===== src/rtl/ssw_pkg.sv =====
package ssw_pkg;
  typedef enum logic [2:0] {
    SCAN_IDLE,
    SCAN_SLIDE,
    SCAN_SHRINK,
    SCAN_EMIT,
    SCAN_FINISH
  } scan_state_e;
endpackage


===== src/rtl/ssw_row_probe.sv =====
module ssw_row_probe #(
  parameter int NUM_ROWS = 16,
  parameter int IDX_W    = $clog2(NUM_ROWS + 1)
) (
  input  logic [NUM_ROWS-1:0] map_i,
  input  logic [IDX_W-1:0]    idx_i,
  output logic                hit_o
);
  // Row selection; an index past the last row reads as empty.
  always_comb begin
    hit_o = 1'b0;
    for (int r = 0; r < NUM_ROWS; r++) begin
      if (idx_i == IDX_W'(r)) hit_o = map_i[r];
    end
  end
endmodule


===== src/rtl/ssw_window_calc.sv =====
module ssw_window_calc #(
  parameter int NUM_ROWS = 16,
  parameter int WIN_H    = 4,
  parameter int IDX_W    = $clog2(NUM_ROWS + 1)
) (
  input  logic [IDX_W-1:0] top_i,
  output logic [IDX_W-1:0] bot_init_o,
  output logic [IDX_W-1:0] next_cur_o
);
  localparam int SUM_W = IDX_W + 1;
  localparam logic [SUM_W-1:0] H_X = SUM_W'(WIN_H);
  localparam logic [SUM_W-1:0] N_X = SUM_W'(NUM_ROWS);

  logic [SUM_W-1:0] far_row;
  logic             past_end;

  always_comb begin
    far_row    = {1'b0, top_i} + H_X;
    past_end   = far_row > N_X;
    bot_init_o = past_end ? IDX_W'(NUM_ROWS - 1) : IDX_W'(far_row - 1'b1);
    next_cur_o = past_end ? IDX_W'(NUM_ROWS) : IDX_W'(far_row);
  end
endmodule


===== src/rtl/ssw_scan_ctrl.sv =====
module ssw_scan_ctrl
  import ssw_pkg::*;
#(
  parameter int NUM_ROWS = 16,
  parameter int WIN_H    = 4,
  parameter int IDX_W    = $clog2(NUM_ROWS + 1)
) (
  input  logic             clk,
  input  logic             rst_n,
  input  logic             start_i,
  input  logic             ready_i,
  input  logic             hit_i,
  input  logic [IDX_W-1:0] bot_init_i,
  input  logic [IDX_W-1:0] next_cur_i,
  output logic [IDX_W-1:0] cur_o,
  output logic [IDX_W-1:0] probe_idx_o,
  output logic [IDX_W-1:0] top_o,
  output logic [IDX_W-1:0] bot_o,
  output logic             accept_o,
  output logic             valid_o,
  output logic             done_o
);
  localparam logic [IDX_W-1:0] END_ROW = IDX_W'(NUM_ROWS);

  scan_state_e      state_q, state_d;
  logic [IDX_W-1:0] cur_q, cur_d, top_q, top_d, bot_q, bot_d, nxt_q, nxt_d;

  always_comb begin
    state_d = state_q;
    cur_d   = cur_q;
    top_d   = top_q;
    bot_d   = bot_q;
    nxt_d   = nxt_q;
    unique case (state_q)
      SCAN_IDLE: begin
        if (start_i) begin
          state_d = SCAN_SLIDE;
          cur_d   = '0;
        end
      end
      SCAN_SLIDE: begin
        if (cur_q >= END_ROW) begin
          state_d = SCAN_FINISH;
        end else if (hit_i) begin
          top_d   = cur_q;
          bot_d   = bot_init_i;
          nxt_d   = next_cur_i;
          state_d = SCAN_SHRINK;
        end else begin
          cur_d = cur_q + 1'b1;
        end
      end
      SCAN_SHRINK: begin
        if (hit_i) state_d = SCAN_EMIT;
        else       bot_d   = bot_q - 1'b1;
      end
      SCAN_EMIT: begin
        if (ready_i) begin
          cur_d   = nxt_q;
          state_d = SCAN_SLIDE;
        end
      end
      SCAN_FINISH: state_d = SCAN_IDLE;
      default:     state_d = SCAN_IDLE;
    endcase
  end

  always_ff @(posedge clk or negedge rst_n) begin
    if (!rst_n) begin
      state_q <= SCAN_IDLE;
      cur_q   <= '0;
      top_q   <= '0;
      bot_q   <= '0;
      nxt_q   <= '0;
    end else begin
      state_q <= state_d;
      cur_q   <= cur_d;
      top_q   <= top_d;
      bot_q   <= bot_d;
      nxt_q   <= nxt_d;
    end
  end

  assign cur_o       = cur_q;
  assign top_o       = top_q;
  assign bot_o       = bot_q;
  assign probe_idx_o = (state_q == SCAN_SHRINK) ? bot_q : cur_q;
  assign accept_o    = (state_q == SCAN_IDLE) && start_i;
  assign valid_o     = (state_q == SCAN_EMIT);
  assign done_o      = (state_q == SCAN_FINISH);
endmodule


===== src/rtl/ssw_shard_finder.sv =====
module ssw_shard_finder #(
  parameter int NUM_ROWS = 16,
  parameter int WIN_H    = 4,
  localparam int ROW_W   = $clog2(NUM_ROWS)
) (
  input  logic                clk,
  input  logic                rst_n,
  input  logic                start_i,
  input  logic [NUM_ROWS-1:0] occ_map_i,
  output logic                shard_valid_o,
  input  logic                shard_ready_i,
  output logic [ROW_W-1:0]    shard_first_o,
  output logic [ROW_W-1:0]    shard_last_o,
  output logic                done_o
);
  localparam int IDX_W = $clog2(NUM_ROWS + 1);

  logic [NUM_ROWS-1:0] map_q;
  logic [IDX_W-1:0]    cur, probe_idx, top, bot, bot_init, next_cur;
  logic                hit, accept;

  always_ff @(posedge clk or negedge rst_n) begin
    if (!rst_n)      map_q <= '0;
    else if (accept) map_q <= occ_map_i;
  end

  ssw_row_probe #(.NUM_ROWS(NUM_ROWS), .IDX_W(IDX_W)) u_probe (
    .map_i(map_q), .idx_i(probe_idx), .hit_o(hit)
  );

  ssw_window_calc #(.NUM_ROWS(NUM_ROWS), .WIN_H(WIN_H), .IDX_W(IDX_W)) u_win (
    .top_i(cur), .bot_init_o(bot_init), .next_cur_o(next_cur)
  );

  ssw_scan_ctrl #(.NUM_ROWS(NUM_ROWS), .WIN_H(WIN_H), .IDX_W(IDX_W)) u_ctrl (
    .clk(clk), .rst_n(rst_n), .start_i(start_i), .ready_i(shard_ready_i),
    .hit_i(hit), .bot_init_i(bot_init), .next_cur_i(next_cur),
    .cur_o(cur), .probe_idx_o(probe_idx), .top_o(top), .bot_o(bot),
    .accept_o(accept), .valid_o(shard_valid_o), .done_o(done_o)
  );

  assign shard_first_o = ROW_W'(top);
  assign shard_last_o  = ROW_W'(bot);
endmodule


===== config.mk =====
export PLATFORM = sky130hd
export DESIGN_NAME = ssw_shard_finder
export DESIGN_NICKNAME = d
export VERILOG_FILES = /design/src/rtl/ssw_pkg.sv /design/src/rtl/ssw_row_probe.sv /design/src/rtl/ssw_window_calc.sv /design/src/rtl/ssw_scan_ctrl.sv /design/src/rtl/ssw_shard_finder.sv
export SDC_FILE = /design/constraint.sdc
export NUM_CORES = 1
export LEC_CHECK = 0
export ABC_AREA = 0
export CAP_MARGIN = 10
export CORE_MARGIN = 10
export CORE_UTILIZATION = 51
export CTS_CLUSTER_SIZE = 25
export DETAILED_ROUTE_END_ITERATION = 16
export GPL_TIMING_DRIVEN = 0
export PLACE_DENSITY = 0.84
export SLEW_MARGIN = 40
export SYNTH_ARGS = -nofsm -noshare
export SYNTH_HDL_FRONTEND = slang
export SYNTH_SLANG_ARGS = --single-unit

===== constraint.sdc =====
create_clock -name clk -period 2.7 [get_ports clk]
set_input_delay 0.405 -clock clk [delete_from_list [all_inputs] [get_ports clk]]
set_output_delay 0.405 -clock clk [all_outputs]
set_load 0.005 [all_outputs]

==> results of run 1 <==
kinds of logic (layout without fill, tap and decap cells):
family                     after synthesis  in the layout  synth area share
muxes                                   33             33             0.143
adders and majority gates                6              6            0.0298
DFF                                     38             38             0.377
AOI/OAI and AO/OA                       62             62             0.174
xor gates and xnor gates                 4              4            0.0139
buffers and inverters                   32             82            0.0615
and+or+nand+nor                         85             85             0.201
repair_timing:
item / in CTS / in global routing
gates resized for setup: 41 / 38
gates cloned: 1 / 1
pin swaps: 16 / 16
hold endpoints to repair: 0 / 0
setup endpoints to repair: 21 / 22
setup buffers: 10 / 4
worst max-delay path: cells and delay by family, from the launching register on:
kind            cells  cell delay, ns
buf+inv             2            0.27
compound gates      4            0.82
simple gates        4            1.35
flops               1            0.41
metal layers:
metal  global-route usage  routed length (um)  vias up  share of wire
met2                0.300                3710      178           0.47
met3               0.0416                 673       22          0.086
met1                0.224                3340     1186           0.42
met5                    0                   0        -              0
met4               0.0623                 146        0          0.019
li1                     -                   -     1055              -
Yosys cell counts (2+ instances only):
cell / count
nor2_1: 11
and3_1: 2
clkbuf_1: 13
nand2_1: 15
nand2b_1: 8
and2_1: 3
nor3_1: 2
nand3_1: 9
inv_1: 7
o22ai_1: 3
nand4_1: 3
buf_4: 6
a22oi_1: 4
or3b_2: 2
mux2_1: 2
a21oi_1: 13
xnor2_1: 3
a31oi_1: 3
nor2b_1: 4
ha_1: 6
nor3b_1: 6
buf_2: 4
nand3b_1: 3
a32oi_1: 2
or3b_1: 2
o211ai_1: 2
mux2_2: 22
a211oi_1: 5
nand4b_1: 3
dfrtp_1: 38
o211a_1: 3
and4b_1: 2
nor4_1: 5
mux2i_1: 9
o21ai_0: 9
sequential cells by signal, summed over array words and instances (netlist names):
| register | flops |
|---|---|
| u_ctrl.state_q | 3 |
| map_q | 16 |
| u_ctrl.bot_o | 5 |
| u_ctrl.cur_o | 5 |
| u_ctrl.nxt_q | 5 |
| u_ctrl.top_o | 4 |
stage by stage:
step	hold slack (ns)	TNS, ns	total power [uW]	utilization
2_1_floorplan	0.109	-0.106	2800	-
3_3_place_gp	0.485	-5.64	3430	0.609
3_5_place_dp	0.362	-5.21	3490	0.616
4_1_cts	0.0451	-4.36	5010	0.699
5_1_grt	0.0564	-5.61	5690	0.730
6_report	0.0285	-3.99	5420	0.730
power by group:
group / internal, uW / switching (uW) / leakage [uW]
logic: 2000 / 1880 / 0.000863
registers: 839 / 274 / 0.000467
clock network: 206 / 222 / 0.0000472
final cells by class:
cell class,instances,area [um^2]
Multi-Input combinational cell,190,1680
Clock inverter,2,12.5
Sequential cell,38,951
Fill cell,349,1280
Clock buffer,6,82.6
Tap cell,67,83.8
Timing Repair Buffer,45,493
Inverter,7,26.3
Buffer,22,141
cell usage in the layout (no fill, tap or decap), types with 5 or more instances in the layout:
| cell type | n |
|---|---|
| clkbuf_1 | 8 |
| o21ai_2 | 5 |
| nand3_1 | 9 |
| dfrtp_1 | 38 |
| buf_4 | 11 |
| clkdlybuf4s50_1 | 28 |
| nand2b_1 | 8 |
| buf_6 | 7 |
| nor2_1 | 10 |
| a21oi_1 | 9 |
| ha_1 | 6 |
| inv_1 | 7 |
| nand2_1 | 15 |
| clkbuf_8 | 6 |
| mux2_2 | 21 |
| a21oi_2 | 5 |
final timing paths:
kind	from	to	cells past startpoint
worst max-delay path	u_ctrl.state_q[2]$_DFFE_PN0P_	u_ctrl.cur_o[4]$_DFFE_PN0P_	10
worst min-delay path	rst_n	map_q[2]$_DFFE_PN0P_	1
worst max register to register	u_ctrl.state_q[2]$_DFFE_PN0P_	u_ctrl.cur_o[4]$_DFFE_PN0P_	10
worst min register to register	u_ctrl.top_o[1]$_DFFE_PN0P_	u_ctrl.top_o[1]$_DFFE_PN0P_	1
max in group asynchronous	rst_n	u_ctrl.top_o[1]$_DFFE_PN0P_	2
min in group clk	u_ctrl.top_o[1]$_DFFE_PN0P_	u_ctrl.top_o[1]$_DFFE_PN0P_	1
==> metrics.yaml, run 1 <==
wl_per_cell_um: 20.9
worst_slack_ns: -0.277
path_common_cell: "buf_6"
stdcell_area_um2: 3470
cp.required_ns: 2.88
crit_path_max_incr_delay_ns: 0.48
die_h_um: 90.3
cts_max_level: 2
dp_slack_ns: -0.472
clk_path_buf_depth: 2
synth_edf_count: 0
timing.fmax_mhz: 336
grt_start_max_net_pins: 24
drive_gt1_frac: 0.339
grt_pass1_vias: 2463
clk_latency_ns: 0.30
vias: 2441
start_util: 0.531
drt_first_iter_violations: 302
diodes: 0
core-area_um2: 4750
power.leakage_uw: 0.00138
layout.cells.non_filler: 377
fin_skew_ns: 0.0106
path_class: "reg -> reg"
netlist_area_um2: 2520
crit_chain: "or3b_1 > buf_6 > or4_1 > a21oi_2 > a211oi_2 > a211oi_4 > nor3_4 > buf_6 > or3b_4 > o2bb2ai_4"
yosys-top-cells-area: "dfrtp_1, mux2_2, mux2i_1"
die-area_um2: 8160
dr.pass1.iters: 5
crit_slowest_cell: "or4_1"
ys_seq_elements: 38
cp_data_arrival_time_ns: 3.15
path_clk_slew_ns: 0.08
gr-usage-all-layers: 0.180
clock-root-buffer: "clkbuf_8"
dp_hpwl_um: 5060
synthDistinctLibCells: 61
numCtsBuffers: 5
grt.overflow.total: 0
nets: 335
area_growth_pct: 37.6
tightestPinTransition_ns: 0.746
async_reset_ff_frac: 1.00
wl_um: 7870
dp.cells: 357
setup_viol: 21
rsz0062_at_grt: "true"
violations: "negative setup slack"
synth_top_area_cell: "dfrtp_1"
grt_first_pass_wirelength_um: 12200
start_kind: "flip-flop"
ctsHoldBuffers: 0
hold_path.class: "in -> async"
syn_inst: 260
cp_max_fo: 4
syn_nets: 286
fin_crit_ns: 2.98
postPlaceCellArea_um2: 2930
status: "finished with violations"
avgSynthCellArea_um2: 9.70
drc_errors: 0
place.gp.congestion: 0.932
clock_sink_count: 38
peakVddDrop_mv: 0.779
synth_top_area_frac: 0.377
antenna_found_initial: 0
endpoint_kind: "flip-flop"
die_x_um: 90.3
cts_tree: "done"
row_count: 25
synth_flop_cell: "dfrtp_1"
portBuffers: 29
slew_headroom: 0.501
ys_warn_count: 0
io_pins: 30
power_density_nw_per_um2: 1560
hold_viol_final: 0
drv_cap: 0
vias_per_cell: 6.47
slew_viol_final: 0
ys_seq_area_frac: 0.377
ff2ff_setup_slack_ns: -0.28
finalCritPeriodShare: 1.10
ant_nets: 0
Power figures use the tool's default switching activity.
==> run 2, diff against run 1 <==
- ABC_CLOCK_PERIOD_IN_PS: default -> 2700
==> results of run 2 <==
Same layout as run 1: the final DEF is identical, and so are final timing and power.
